`src/rtl/irq_pkg.sv`:
```
package irq_pkg;
  localparam int NPRIM    = 5;
  localparam int NSEC     = 3;
  localparam int NSRC     = NPRIM + 1;
  localparam int VEC_W    = $clog2(NSRC);
  localparam int DATA_W   = 8;
  localparam int ADDR_W   = 2;
  localparam int MF_IDX   = NPRIM;
  localparam int GIE_BIT  = DATA_W - 1;
  localparam int SEN_LSB  = 4;

  typedef enum logic [ADDR_W-1:0] {
    RA_ENABLE = 2'd0,
    RA_PFLAG  = 2'd1,
    RA_SEC    = 2'd2,
    RA_NONE   = 2'd3
  } reg_addr_e;
endpackage

```
`src/rtl/irq_prim_bank.sv`:
```
module irq_prim_bank
  import irq_pkg::*;
#(
  parameter int N = NPRIM
) (
  input  logic             clk,
  input  logic             rst_n,
  input  logic [N-1:0]     evt,
  input  logic             sw_we,
  input  logic [N-1:0]     sw_data,
  input  logic             clr_vld,
  input  logic [VEC_W-1:0] clr_idx,
  output logic [N-1:0]     flag
);
  for (genvar i = 0; i < N; i++) begin : g_bit
    logic hit;
    assign hit = clr_vld && (clr_idx == VEC_W'(i));

    always_ff @(posedge clk) begin
      if (!rst_n)        flag[i] <= 1'b0;
      else if (evt[i])   flag[i] <= 1'b1;
      else if (hit)      flag[i] <= 1'b0;
      else if (sw_we)    flag[i] <= sw_data[i];
    end

    // serviced primary flag cleared unless a new event arrives
    a_r6_ack_clears: assert property (@(posedge clk) disable iff (!rst_n)
      (hit && !evt[i]) |=> !flag[i]);
    // an event is never lost to a same-cycle clear
    a_r10_event_wins: assert property (@(posedge clk) disable iff (!rst_n)
      evt[i] |=> flag[i]);
  end
endmodule

```
`src/rtl/irq_sec_bank.sv`:
```
module irq_sec_bank
  import irq_pkg::*;
#(
  parameter int N = NSEC
) (
  input  logic         clk,
  input  logic         rst_n,
  input  logic [N-1:0] evt,
  input  logic         sw_we,
  input  logic [N-1:0] sw_flag,
  input  logic [N-1:0] sw_en,
  output logic [N-1:0] flag,
  output logic [N-1:0] en,
  output logic         mf_req
);
  for (genvar i = 0; i < N; i++) begin : g_bit
    always_ff @(posedge clk) begin
      if (!rst_n)       flag[i] <= 1'b0;
      else if (evt[i])  flag[i] <= 1'b1;
      else if (sw_we)   flag[i] <= sw_flag[i];
    end

    // only a software write of 0 can clear a secondary flag
    a_r7_sw_only_clear: assert property (@(posedge clk) disable iff (!rst_n)
      $fell(flag[i]) |-> ($past(sw_we) && !$past(sw_flag[i])));
  end

  always_ff @(posedge clk) begin
    if (!rst_n)      en <= '0;
    else if (sw_we)  en <= sw_en;
  end

  assign mf_req = |(flag & en);
endmodule

```
`src/rtl/irq_arbiter.sv`:
```
module irq_arbiter
  import irq_pkg::*;
#(
  parameter int N = NSRC
) (
  input  logic             clk,
  input  logic             rst_n,
  input  logic             stb,
  input  logic             gie,
  input  logic [N-1:0]     pend,
  input  logic             ready,
  output logic             valid,
  output logic [VEC_W-1:0] vec,
  output logic             take
);
  logic [VEC_W-1:0] win;
  logic             any;

  always_comb begin
    win = '0;
    any = 1'b0;
    for (int k = N - 1; k >= 0; k--) begin
      if (pend[k]) begin
        win = VEC_W'(k);
        any = 1'b1;
      end
    end
  end

  assign take = valid && ready;

  always_ff @(posedge clk) begin
    if (!rst_n) begin
      valid <= 1'b0;
      vec   <= '0;
    end else if (take) begin
      valid <= 1'b0;
    end else if (!valid && stb && gie && any) begin
      valid <= 1'b1;
      vec   <= win;
    end
  end

  logic [N-1:0] lower_m, sel_m;
  always_comb begin
    for (int k = 0; k < N; k++) begin
      lower_m[k] = (VEC_W'(k) < vec);
      sel_m[k]   = (VEC_W'(k) == vec);
    end
  end

  // chosen source was pending and nothing of higher priority was
  a_r2_priority: assert property (@(posedge clk) disable iff (!rst_n)
    $rose(valid) |-> ((($past(pend) & sel_m) != '0) && (($past(pend) & lower_m) == '0)));
  // request only follows a strobe
  a_r3_on_strobe: assert property (@(posedge clk) disable iff (!rst_n)
    $rose(valid) |-> $past(stb));
  // held until accepted
  a_r4_hold: assert property (@(posedge clk) disable iff (!rst_n)
    (valid && !ready) |=> (valid && $stable(vec)));
  // no request while globally disabled
  a_r11_gated: assert property (@(posedge clk) disable iff (!rst_n)
    $rose(valid) |-> $past(gie));
endmodule

```
`src/rtl/irq_ctrl_top.sv`:
```
module irq_ctrl_top
  import irq_pkg::*;
(
  input  logic              clk,
  input  logic              rst_n,
  input  logic              phase_stb,
  input  logic [NPRIM-1:0]  prim_evt,
  input  logic [NSEC-1:0]   sec_evt,
  input  logic [ADDR_W-1:0] reg_addr,
  input  logic              reg_we,
  input  logic [DATA_W-1:0] reg_wdata,
  output logic [DATA_W-1:0] reg_rdata,
  output logic              svc_valid,
  output logic [VEC_W-1:0]  svc_vec,
  input  logic              svc_ready
);
  logic [NPRIM-1:0] prim_flag, prim_en;
  logic [NSEC-1:0]  sec_flag, sec_en;
  logic             mf_req, mf_en, gie, take;
  logic [NSRC-1:0]  pend;
  logic             we_en, we_pf, we_sec;

  assign we_en  = reg_we && (reg_addr == RA_ENABLE);
  assign we_pf  = reg_we && (reg_addr == RA_PFLAG);
  assign we_sec = reg_we && (reg_addr == RA_SEC);

  always_ff @(posedge clk) begin
    if (!rst_n) begin
      prim_en <= '0;
      mf_en   <= 1'b0;
    end else if (we_en) begin
      prim_en <= reg_wdata[NPRIM-1:0];
      mf_en   <= reg_wdata[MF_IDX];
    end
  end

  always_ff @(posedge clk) begin
    if (!rst_n)      gie <= 1'b0;
    else if (take)   gie <= 1'b0;
    else if (we_en)  gie <= reg_wdata[GIE_BIT];
  end

  irq_prim_bank #(.N(NPRIM)) u_prim (
    .clk     (clk),
    .rst_n   (rst_n),
    .evt     (prim_evt),
    .sw_we   (we_pf),
    .sw_data (reg_wdata[NPRIM-1:0]),
    .clr_vld (take),
    .clr_idx (svc_vec),
    .flag    (prim_flag)
  );

  irq_sec_bank #(.N(NSEC)) u_sec (
    .clk     (clk),
    .rst_n   (rst_n),
    .evt     (sec_evt),
    .sw_we   (we_sec),
    .sw_flag (reg_wdata[NSEC-1:0]),
    .sw_en   (reg_wdata[SEN_LSB +: NSEC]),
    .flag    (sec_flag),
    .en      (sec_en),
    .mf_req  (mf_req)
  );

  assign pend = {mf_req && mf_en, prim_flag & prim_en};

  irq_arbiter #(.N(NSRC)) u_arb (
    .clk   (clk),
    .rst_n (rst_n),
    .stb   (phase_stb),
    .gie   (gie),
    .pend  (pend),
    .ready (svc_ready),
    .valid (svc_valid),
    .vec   (svc_vec),
    .take  (take)
  );

  always_comb begin
    reg_rdata = '0;
    unique case (reg_addr)
      RA_ENABLE: begin
        reg_rdata[NPRIM-1:0] = prim_en;
        reg_rdata[MF_IDX]    = mf_en;
        reg_rdata[GIE_BIT]   = gie;
      end
      RA_PFLAG: begin
        reg_rdata[NPRIM-1:0] = prim_flag;
        reg_rdata[MF_IDX]    = mf_req;
      end
      RA_SEC: begin
        reg_rdata[NSEC-1:0]         = sec_flag;
        reg_rdata[SEN_LSB +: NSEC]  = sec_en;
      end
      default: reg_rdata = '0;
    endcase
  end

  // handshake clears the global enable
  a_r5_gie_clear: assert property (@(posedge clk) disable iff (!rst_n)
    take |=> !gie);
  // combined flag follows enabled secondary flags
  a_r8_mf_flag: assert property (@(posedge clk) disable iff (!rst_n)
    mf_req == ((sec_flag & sec_en) != '0));
endmodule

```
`config.mk`:
```
export PLATFORM = sky130hd
export DESIGN_NAME = irq_ctrl_top
export DESIGN_NICKNAME = d
export VERILOG_FILES = /design/src/rtl/irq_pkg.sv /design/src/rtl/irq_prim_bank.sv /design/src/rtl/irq_sec_bank.sv /design/src/rtl/irq_arbiter.sv /design/src/rtl/irq_ctrl_top.sv
export SDC_FILE = /design/constraint.sdc
export NUM_CORES = 1
export LEC_CHECK = 0
export ABC_AREA = 1
export BUFFER_PORTS_ARGS = -buffer_cell sky130_fd_sc_hd__buf_2
export CAP_MARGIN = 10
export CORE_MARGIN = 2
export CORE_UTILIZATION = 55
export CTS_BUF_LIST = sky130_fd_sc_hd__clkbuf_8
export DETAILED_ROUTE_END_ITERATION = 16
export PLACE_DENSITY = 0.85
export SLEW_MARGIN = 10
export SYNTH_ARGS = -nofsm -noshare
export SYNTH_HDL_FRONTEND = slang
export SYNTH_SLANG_ARGS = --single-unit
```
`constraint.sdc`:
```
create_clock -name clk -period 2.7 [get_ports clk]
set_input_delay 0.135 -clock clk [delete_from_list [all_inputs] [get_ports clk]]
set_output_delay 0.135 -clock clk [all_outputs]
set_load 0.01 [all_outputs]
```
==> results by stage <==
Power and ir drop:
- The completed layout was analyzed and its total power is 0.000670 W.
- The power per cell area is 493 nW/µm².
- The maximum ir drop on the vdd rail is 416 µV.
- Summed over all cells, the static leakage comes to 0.691 nW.

Logic synthesis:
- After synthesis, the cell types taking the most area are dfxtp_1 39%, nand2_1 15%, inv_1 7.6%, a21oi_1 6.6%, nor2_1 5.0%.
- The synthesized netlist cell count is 167.
- The number of unique standard cell types used by synthesis is 21.
- Summing the sequential cell areas from Yosys gives 39.0% of the chip area.
- The number of register bits inferred by synthesis is 22.
- In the synthesized netlist, the cells that appear most often are 46 x nand2_1, 23 x inv_1, 22 x dfxtp_1.
- The post-synthesis instance area is 1130 µm².
- Yosys printed 0 warnings.
- The synthesized net count is 190.
- The cell with the most instances after synthesis is nand2_1.
- In the synthesized netlist the dominant register cell turns out to be dfxtp_1.
- After synthesis, the share of flip-flops with an asynchronous set or reset is 0%.
- The post-synthesis area per instance is 6.77 µm².
- Summed over all instances, the cell type with the most area after synthesis is dfxtp_1.
- The top cell type by area accounts for 39.0% of the synthesized area.
- The number of flops mapped to enable cells by yosys is 0.

Detailed routing:
- Once detail routing completed, the nets flagged for antenna violations numbered 0.
- After detailed routing, the number of remaining DRC violations is 0.
- The routed design has 2870 µm of wire.
- Dividing the detail-routed wire length by the instance count gives 12.5 µm.
- For this block, the initial DRC count from the detailed router was 68.
- The detailed-routing iteration count for the pre-antenna-repair pass is 4.
- The per-cell via count in the routed design is 5.41.
- For this block, the via count after detailed routing is 1,238.

Outcome:
- The run finished with clean final reports.

Die:
- The I/O pin count is 35.
- The area of the core is 1940 µm².
- The initial cell density of the core is 58.2%.
- After floorplanning, the core was divided into 16 placement rows.
- The die is 49.3 µm tall.
- The area enclosed by the die boundary is 2430 µm².
- The die is 49.3 µm wide.

Clocking:
- The buffer levels on the longest clock path is 2.
- The CTS tree is yes.
- The number of gates resized after CTS was 0.
- The number of buffers added by the clock tree synthesis step is 3.
- Post-CTS timing repair inserted 0 buffers for setup.
- The tree built by TritonCTS fans out to 22 sinks.
- For the worst-skew pair, the clock arrives at the later sink with an insertion delay of 0.26 ns.
- The number of hold-repair buffers added at the cts stage is 0.
- The H-tree depth is 1.
- Clock tree synthesis selected as its root buffer the cell clkbuf_8.
- The clock slew seen by the registers of the worst setup and hold paths is 0.08 ns.

Global routing:
- The initial antenna violation count is 0.
- The total overflow left after global routing is 0.
- The number of global-route vias before repair was 1,135.
- The combined global-route utilization of all metal layers is 25.7%.
- The first global-routing pass estimated 4800 µm of wire.
- Entering global routing, the biggest net connects 18 pins.

Flow run:
- The max-cap check violation count is 0.

Layout:
- The utilization after layout is 70.0%.
- For this run, the post-layout net count is 227.
- The area overhead of the layout relative to synthesis is 20.3%.
- The share of post-route cells with drive strength above 1 is 23.8%.
- The count of fill cells added during filler insertion is 184.
- 0 antenna diodes ended up in the layout.

Timing:
- For the pin with the worst max-slew slack, the measured transition is 0.285 ns.
- The count of final max-slew check failures is 0.
- The final count of negative-setup-slack endpoints is 0.
- The minimum period implied by the final worst setup slack is 1.28 ns.
- The final-report hold violation count came to 0.
- Dividing the final minimum period by the clock period gives 47.6%.
- Setup repair after global routing left no endpoint under its margin.
- Static timing analysis puts the maximum clock frequency at 779 MHz.
- The headroom to the max-slew limit is 81.0%.
- Clock skew on the completed layout was measured at 0.00516 ns.
- The setup TNS after final layout is 0 ns.
- On the final layout, the worst hold slack is 0.0753 ns.

Critical path:
- The required time at the worst-slack endpoint is 2.57 ns.
- The arrival time of the worst setup path is 1.15 ns.
- The capturing element type of the critical path is a primary output.
- In this design, the stage delay of the slowest critical-path cell is 0.38 ns.
- By instance count, the cell type seen most on the critical path is nand2_1.
- The startpoint identified for the worst register-to-register timing path is prim_en[3]$_SDFFE_PN0P_.
- Traced cell by cell, the critical path runs through nand2_1 -> nand3_1 -> nand2_1 -> o211ai_1 -> buf_2.
- In this run the worst setup path begins at u_sec.flag[2]$_SDFFE_PN0P_.
- The setup path with the least slack is of type flop to primary output.
- The biggest fanout along the worst timing path is 3.
- The register-to-register setup slack is 1.48 ns.
- The critical-path cell with the highest stage delay is dfxtp_1.
- The category of the worst setup path launch point is a flop.

Min path:
- The launch instance of the worst min-delay path is sec_evt[2].
- The path class of the tightest hold or removal check is primary input to flop.

Placement:
- The weighted congestion reported at the end of routability-driven placement is 0.873.
- Port buffering added 34 buffers.
- The final HPWL from detailed placement is 2260 µm.
-- state kept, by name, indices dropped and copies added (netlist names) --
name         count
u_sec.flag       3
prim_en          5
mf_en            1
u_prim.flag      5
u_sec.en         3
u_arb.vec        3
u_arb.valid      1
gie              1
-- cells in the final DEF, fill, tap and decap left out, drive strengths merged --
cell type / n
o221ai: 2
a31oi: 1
nor2: 18
buf: 34
o21a: 2
nand3: 6
clkbuf: 3
inv: 26
nor3: 1
a21oi: 15
o211ai: 6
nand2: 49
o21ai: 16
dfxtp: 22
a211oi: 1
-- logic make-up (layout without fill, tap and decap cells) --
family,after synthesis,in the layout,share of synthesized area (%)
and+or+nand+nor,74,74,28.5
buffers and inverters,28,63,10.1
AOI/OAI and AO/OA,43,43,22.5
DFF,22,22,39.0
-- per-stage QoR --
| stage | cell area, µm² | worst slack, ns | instances |
|---|---|---|---|
| final | 1360 | 1.42 | 229 |
| after detailed placement | 1320 | 1.53 | 226 |
| after global placement | 1320 | 1.57 | 226 |
| after floorplan | 1130 | 1.68 | 167 |
| after global routing | 1360 | 1.30 | 229 |
| after CTS | 1360 | 1.42 | 229 |
-- worst paths after layout --
check                                             endpoint  cells past startpoint
worst max-delay path                          reg_rdata[5]                      5
worst min-delay path            u_sec.flag[2]$_SDFFE_PN0P_                      3
worst max register to register   u_arb.vec[1]$_SDFFE_PN0P_                      8
worst min register to register    u_sec.en[1]$_SDFFE_PN0P_                      2
-- power by group --
part | switching [W] | leakage, nW | internal (W) | total [W]
combinational | 0.0000654 | 0.488 | 0.0000440 | 0.000109
sequential | 0.0000126 | 0.181 | 0.000342 | 0.000355
clock | 0.000106 | 0.0216 | 0.0000997 | 0.000206
total | 0.000184 | 0.691 | 0.000486 | 0.000670
-- layout make-up --
type	count	area, µm²	share of cell area (%)
repair buffers	34	170	12.5
inverters	26	97.6	7.18
flip-flops and latches	22	440	32.4
clock buffers	3	41.3	3.04
well taps	27	33.8	2.49
multi-input cells	117	576	42.4
-- critical path: cells and delay by family (launching register included) --
| family | cells | cell delay, ns |
|---|---|---|
| and+or+nand+nor | 3 | 0.27 |
| buffers and inverters | 1 | 0.15 |
| AOI/OAI and AO/OA | 1 | 0.08 |
| DFF | 1 | 0.38 |
-- metal layers --
metal	wire length (µm)	GRT usage, %	part of all wire (%)	vias to the layer above
met5	0	0	0	-
met4	52	12.4	1.8	0
met3	234	6.44	8.1	8
met2	1350	38.5	47	63
met1	1240	34.2	43	556
li1	-	-	-	611
Note: power is estimated with default switching activity, not from simulation.
